<file path="src/rtl/opf_pkg.sv">
// Shared widths, byte codes and state encoding for the opcode fetch tracker.
// Assumes a byte-wide data bus; the prefix holds up to two bytes.
package opf_pkg;
    localparam int BYTE_W = 8;
    localparam int PFX_W  = 2 * BYTE_W;
    localparam int CODE_W = BYTE_W + 1;

    localparam logic [BYTE_W-1:0] BYTE_CB = 8'hCB;
    localparam logic [BYTE_W-1:0] BYTE_ED = 8'hED;
    localparam logic [BYTE_W-1:0] BYTE_DD = 8'hDD;
    localparam logic [BYTE_W-1:0] BYTE_FD = 8'hFD;

    // Displacement tag: the one code above any byte value.
    localparam logic [CODE_W-1:0] CODE_DISP = {1'b1, {BYTE_W{1'b0}}};

    typedef enum logic [2:0] {
        ST_IDLE  = 3'd0,  // waiting for the first byte of an instruction
        ST_TAIL  = 3'd1,  // after CB or ED, next byte is the opcode
        ST_INDEX = 3'd2,  // after DD or FD
        ST_DISP  = 3'd3,  // after DD/FD then CB, next byte is a displacement
        ST_FINAL = 3'd4   // after the displacement, next byte is the opcode
    } seq_state_t;
endpackage

</file>
<file path="src/rtl/opf_edge.sv">
// Read-strobe falling-edge detector.
// Registers rd_n on clk and raises adv for one cycle when rd_n goes low
// while mreq_n is low. Assumes strobes are already synchronous to clk.
module opf_edge (
    input  logic clk,
    input  logic rst_n,
    input  logic rd_n,
    input  logic mreq_n,
    output logic adv
);
    logic rd_q;

    // Remember last sampled read strobe; idle level is high.
    always_ff @(posedge clk) begin
        if (!rst_n) rd_q <= 1'b1;
        else        rd_q <= rd_n;
    end

    // Qualified falling edge of the read strobe.
    always_comb adv = rd_q & ~rd_n & ~mreq_n;

    // A falling edge needs a high sample first, so it cannot repeat back to back.
    p_single_step_r2: assert property (@(posedge clk) disable iff (!rst_n)
        adv |=> !adv);
endmodule

</file>
<file path="src/rtl/opf_seq.sv">
// Sequencer for the prefix / displacement / opcode walk.
// Moves only when adv is high; all other cycles hold the state.
module opf_seq
    import opf_pkg::*;
(
    input  logic              clk,
    input  logic              rst_n,
    input  logic              adv,
    input  logic              m1_n,
    input  logic [BYTE_W-1:0] data_in,
    output seq_state_t        state
);
    seq_state_t state_nxt;
    logic       is_tail_pfx;
    logic       is_index_pfx;

    // Classify the byte on the bus.
    always_comb begin
        is_tail_pfx  = (data_in == BYTE_CB) || (data_in == BYTE_ED);
        is_index_pfx = (data_in == BYTE_DD) || (data_in == BYTE_FD);
    end

    // Next state for a qualified read.
    always_comb begin
        state_nxt = state;
        if (adv) begin
            unique case (state)
                ST_IDLE: begin
                    if (!m1_n && is_tail_pfx)       state_nxt = ST_TAIL;
                    else if (!m1_n && is_index_pfx) state_nxt = ST_INDEX;
                    else                            state_nxt = ST_IDLE;
                end
                ST_TAIL:  state_nxt = ST_IDLE;
                ST_INDEX: begin
                    if (is_index_pfx)              state_nxt = ST_INDEX;
                    else if (data_in == BYTE_CB)   state_nxt = ST_DISP;
                    else                           state_nxt = ST_IDLE;
                end
                ST_DISP:  state_nxt = ST_FINAL;
                ST_FINAL: state_nxt = ST_IDLE;
                default:  state_nxt = ST_IDLE; // recovery from an illegal code
            endcase
        end
    end

    // State register.
    always_ff @(posedge clk) begin
        if (!rst_n) state <= ST_IDLE;
        else        state <= state_nxt;
    end

    // The displacement is always followed by the final opcode.
    p_final_after_disp_r8: assert property (@(posedge clk) disable iff (!rst_n)
        (adv && state == ST_DISP) |=> (state == ST_FINAL));

    // A non-fetch read in idle never leaves idle.
    p_nonfetch_stays_idle_r4: assert property (@(posedge clk) disable iff (!rst_n)
        (adv && state == ST_IDLE && m1_n) |=> (state == ST_IDLE));
endmodule

</file>
<file path="src/rtl/opf_capture.sv">
// Output registers for prefix, opcode code and invalid flag.
// Updates only on adv, choosing the new values by the current state.
module opf_capture
    import opf_pkg::*;
(
    input  logic              clk,
    input  logic              rst_n,
    input  logic              adv,
    input  logic              m1_n,
    input  logic [BYTE_W-1:0] data_in,
    input  seq_state_t        state,
    output logic [PFX_W-1:0]  prefix_q,
    output logic [CODE_W-1:0] code_q,
    output logic              invalid_q
);
    logic [PFX_W-1:0]  pfx_nxt;
    logic [CODE_W-1:0] code_nxt;
    logic              inv_nxt;
    logic [BYTE_W-1:0] prev_byte;

    // Low byte of the last captured code is the byte read before this one.
    always_comb prev_byte = code_q[BYTE_W-1:0];

    // New prefix, code and flag for a qualified read in each state.
    always_comb begin
        pfx_nxt  = prefix_q;
        code_nxt = code_q;
        inv_nxt  = invalid_q;
        unique case (state)
            ST_IDLE: begin
                pfx_nxt = '0;
                if (!m1_n) begin
                    code_nxt = {1'b0, data_in};
                    inv_nxt  = 1'b0;
                end else begin
                    code_nxt = '0;
                    inv_nxt  = 1'b1;
                end
            end
            ST_TAIL, ST_INDEX: begin
                pfx_nxt  = {{BYTE_W{1'b0}}, prev_byte};
                code_nxt = {1'b0, data_in};
                inv_nxt  = 1'b0;
            end
            ST_DISP: begin
                pfx_nxt  = {prefix_q[BYTE_W-1:0], prev_byte};
                code_nxt = CODE_DISP;
                inv_nxt  = 1'b0;
            end
            ST_FINAL: begin
                code_nxt = {1'b0, data_in};
                inv_nxt  = 1'b0;
            end
            default: begin
                pfx_nxt  = '0;
                code_nxt = '0;
                inv_nxt  = 1'b1;
            end
        endcase
    end

    // Output registers, written only on a qualified read edge.
    always_ff @(posedge clk) begin
        if (!rst_n) begin
            prefix_q  <= '0;
            code_q    <= '0;
            invalid_q <= 1'b1;
        end else if (adv) begin
            prefix_q  <= pfx_nxt;
            code_q    <= code_nxt;
            invalid_q <= inv_nxt;
        end
    end

    // The displacement read always yields the tag code as a valid entry.
    p_disp_tag_r7: assert property (@(posedge clk) disable iff (!rst_n)
        (adv && state == ST_DISP) |=> (code_q == CODE_DISP && !invalid_q));

    // A two-byte prefix always ends in CB.
    p_long_prefix_cb_r7: assert property (@(posedge clk) disable iff (!rst_n)
        (prefix_q[PFX_W-1:BYTE_W] != '0) |-> (prefix_q[BYTE_W-1:0] == BYTE_CB));
endmodule

</file>
<file path="src/rtl/opfetch_tracker.sv">
// Opcode fetch prefix tracker, top level.
// Passively watches memory reads and reports prefix, opcode code and an
// invalid flag per read, plus a live fetch-valid flag. Assumes all bus
// strobes are synchronous to clk and each read lasts at least one cycle.
module opfetch_tracker
    import opf_pkg::*;
(
    input  logic              clk,
    input  logic              rst_n,
    input  logic              m1_n,
    input  logic              mreq_n,
    input  logic              rd_n,
    input  logic [BYTE_W-1:0] data_in,
    output logic [PFX_W-1:0]  prefix_out,
    output logic [CODE_W-1:0] opcode_out,
    output logic              opcode_invalid,
    output logic              fetch_valid
);
    logic       adv;
    seq_state_t state;

    opf_edge i_edge (
        .clk    (clk),
        .rst_n  (rst_n),
        .rd_n   (rd_n),
        .mreq_n (mreq_n),
        .adv    (adv)
    );

    opf_seq i_seq (
        .clk     (clk),
        .rst_n   (rst_n),
        .adv     (adv),
        .m1_n    (m1_n),
        .data_in (data_in),
        .state   (state)
    );

    opf_capture i_capture (
        .clk       (clk),
        .rst_n     (rst_n),
        .adv       (adv),
        .m1_n      (m1_n),
        .data_in   (data_in),
        .state     (state),
        .prefix_q  (prefix_out),
        .code_q    (opcode_out),
        .invalid_q (opcode_invalid)
    );

    // Live fetch flag: bus is in a memory read and the code is meaningful.
    always_comb fetch_valid = ~mreq_n & ~rd_n & ~opcode_invalid;

    // Without an active memory read, the reported values hold.
    p_quiet_hold_r2: assert property (@(posedge clk) disable iff (!rst_n)
        (rd_n || mreq_n) |=> ($stable(prefix_out) && $stable(opcode_out)
                              && $stable(opcode_invalid)));

    // An invalid entry never carries a prefix.
    p_invalid_no_prefix_r4: assert property (@(posedge clk) disable iff (!rst_n)
        opcode_invalid |-> (prefix_out == '0));
endmodule

</file>
<file path="config.mk">
export PLATFORM = sky130hd
export DESIGN_NAME = opfetch_tracker
export DESIGN_NICKNAME = d
export VERILOG_FILES = /design/src/rtl/opf_pkg.sv /design/src/rtl/opf_edge.sv /design/src/rtl/opf_seq.sv /design/src/rtl/opf_capture.sv /design/src/rtl/opfetch_tracker.sv
export SDC_FILE = /design/constraint.sdc
export NUM_CORES = 1
export LEC_CHECK = 0
export BUFFER_PORTS_ARGS = -buffer_cell sky130_fd_sc_hd__buf_2
export CORE_ASPECT_RATIO = 0.8
export CORE_UTILIZATION = 52
export CTS_CLUSTER_DIAMETER = 40
export DETAILED_ROUTE_END_ITERATION = 12
export PLACE_DENSITY = 0.82
export SYNTH_ARGS = -nofsm -noshare
export SYNTH_HDL_FRONTEND = slang
export SYNTH_SLANG_ARGS = --single-unit
</file>
<file path="constraint.sdc">
create_clock -name clk -period 3.1 [get_ports clk]
set_input_delay 0.93 -clock clk [delete_from_list [all_inputs] [get_ports clk]]
set_output_delay 0.93 -clock clk [all_outputs]
set_load 0.05 [all_outputs]
</file>
==> results by group <==
Final layout
  • Share of layout cells above drive strength 1: 0.321
  • Syn-to-layout area delta: 20.0%
  • ANT cells: 0
  • Post-route insts no fill: 187
  • Post-layout util: 0.672
  • Final Net Count: 174

GRT
  • Largest net degree at the start of global routing: 31
  • First-pass GRT wire length: 4470 microns
  • Global route overflow: 0
  • Antenna violations before repair: 0
  • Global-route usage over all layers: 0.238
  • Vias in the first global route: 970

Floorplan
  • Core Area: 2180 sq um
  • Die ar.: 2540 sq um
  • Cell Rows: 15
  • Die Y: 45.3 microns
  • Initial Utilization: 0.560
  • Num ports: 40
  • Die width: 56.2 microns

Routing
  • Antenna Nets Post-Route: 0
  • DR vias/cell: 5.76
  • Drt first pass iters: 4
  • Via count: 1,077
  • DRC: 0
  • WL/cell: 15.2 microns
  • Total Routed Length: 2850 microns
  • Initial drt markers: 45

Synth
  • Yosys warns: 0
  • Syn_area_per_cell: 9.76 sq um
  • Top_reg_cell synth: dfxtp_1
  • Synth Area in Adders: 0
  • Mux contribution to synthesized area: 0
  • Asr flop ratio synth: 0
  • Sequential fraction of the synthesis area: 0.476
  • Largest family of logic cells by synthesized area: simple AND/OR/NAND/NOR gates
  • Post-Synth XOR/XNOR Area: 0
  • Post-synth top area share: 0.476
  • Synth area leaders: dfxtp_1 (48%), a22oi_1 (15%), nor2b_1 (14%)
  • Cell with the most instances after synthesis: dfxtp_1
  • Number of flops mapped to enable cells by yosys: 0
  • Post-synthesis cell area: 1220 sq um
  • Post-synthesis compound-gate area fraction: 0.199
  • Syn_nets: 138
  • Post-Synthesis Cells: 125
  • Simple-gate portion of the synthesized area: 0.282
  • Flops & latches, synth: 29
  • Yosys top cell by area: dfxtp_1
  • Library cells used by synthesis: 28
  • Post-synth top cells: dfxtp_1 (29), nor2b_1 (27), a22oi_1 (24)

Critical path
  • R2R Setup Slk: 1.32 ns
  • Crit path launch type: input pin
  • Worst Path Arrival: 1.52 ns
  • Worst Path Required: 2.17 ns
  • R2R Path Start: i_edge.rd_q$_SDFF_PN1_
  • Worst reg2reg path depth: 4
  • Critical Path Fanout Max: 3
  • CP Class: in2out
  • R2R Path End: i_capture.prefix_q[12]$_SDFFE_PN0P_
  • CP endpoint kind: primary output

Timing
  • RSZ-0062 raised after global routing: false
  • Slew headroom: 0.540
  • Slew Limit Fails: 0
  • Fin. Hold Viols: 0
  • Period utilisation layout: 0.792
  • Final setup fails: 0
  • Fin crit period: 2.45 ns
  • Tightest Pin Transition: 0.680 ns
  • Sum Neg Setup Slack: 0 ns
  • Fmax: 0.407 GHz
  • Worst clock skew: 0.00800 ns

Min path
  • Hold Path End: i_capture.prefix_q[8]$_SDFFE_PN0P_
  • Worst min-delay path class: reg2reg
  • Hold path depth: 2
  • Hold path start: i_capture.prefix_q[8]$_SDFFE_PN0P_

Clock tree
  • Post-cts sizing count: 0
  • Clock Latency Late Sink: 0.33 ns
  • Clk slew on worst S/H paths: 0.09 ns
  • Max H-tree Level: 2
  • CTS Buf Count: 5
  • Post-CTS setup repair buffer count: 0
  • CTS root buf: clkbuf_4
  • # clock sinks: 29
  • CTS tree: done
  • Post-CTS Hold Buffers: 0
  • Clk buf depth: 2

Power and ir drop
  • PD cells: 486 nW/um^2
  • Leak Pwr: 0.000590 uW
  • Max IR drop VDD: 0.327 mV
  • Switching power total: 180 uW
  • Internal power: 532 uW
  • Clock power frac: 0.369
  • Sequential share of power: 0.537
  • Net Sw Frac: 0.252
  • Comb power frac: 0.094
  • Tot Pwr: 712 uW

Placement
  • Post-DP HPWL: 1900 microns
  • GPL Wtd Cong: 0.764
  • Dpl cells: 179
  • PortBufs: 39

Run status
  • Status: completed

Flow run
  • Maxcap violations: 0
layout by cell type, fill, tap and decap left out:
master,count
a21oi_1,4
clkinv_2,1
nor3_4,1
nand3b_1,1
or3b_4,1
a211oi_1,1
nor4bb_1,1
nor4b_4,1
nand4b_1,1
a22oi_1,24
o21a_1,1
nand2_1,3
nand3_1,1
or3b_2,1
nor3_1,4
nand2b_1,1
nor4b_1,1
o21ai_0,4
buf_2,39
nand4_1,1
clkbuf_4,5
clkbuf_8,2
nor2b_1,27
nor2_1,4
nor3_2,1
nor4_1,1
dfxtp_1,29
a21o_1,1
final cells by class:
class	instances	area, sq um
fill	197	713
multi-input combinational	86	587
sequential	29	581
timing repair buffer	39	195
clock buffer	7	65.1
tap	25	31.3
clock inverter	1	5.00
power by group through the flow:
stage	clock, uW	combinational, uW	sequential, uW
2_1_floorplan	0	35.6	402
3_3_place_gp	0	64.6	391
3_5_place_dp	0	65.9	391
4_1_cts	267	66.4	382
5_1_grt	283	72.1	383
6_report	263	67.1	382
layer usage:
metal  up-vias  track usage  wire length, microns
li1        525            -                     -
met1       512        0.290                  1300
met2        34        0.402                  1340
met3         6       0.0602                   171
met4         0        0.117                    35
met5         -            0                     0
how the worst max path moves through the flow:
stage	startpoint	end	slack, ns	cells after the start
after CTS	rd_n	fetch_valid	0.65	3
after global placement	rd_n	i_capture.prefix_q[11]$_SDFFE_PN0P_	0.65	5
after global routing	rd_n	fetch_valid	0.64	3
after floorplan	rd_n	fetch_valid	0.16	1
after detailed placement	rd_n	i_capture.prefix_q[12]$_SDFFE_PN0P_	0.59	5
final	rd_n	fetch_valid	0.65	3
worst max-delay path, stage by stage:
cell,delay [ns]
buf_2,0.11
nor3_1,0.18
buf_2,0.30
cells by family (layout without fill, tap and decap cells):
kind of cell	after synthesis	count (layout)
AOI/OAI and AO/OA	35	35
and+or+nand+nor	51	51
buffers and inverters	10	47
DFF	29	29
metrics by stage:
stage	cell area, sq um	hold WS [ns]	setup WS [ns]
after floorplan	1220	0.617	0.164
after global placement	1390	0.495	0.653
after detailed placement	1390	0.512	0.591
after CTS	1460	0.537	0.651
after global routing	1460	0.575	0.639
final	1460	0.535	0.646
state kept, by name (all words and copies together) (netlist names):
name / cells
i_capture.code_q: 9
i_capture.prefix_q: 16
i_seq.state: 2
i_edge.rd_q: 1
i_capture.invalid_q: 1
No activity file was read; power rests on OpenSTA's default activity.
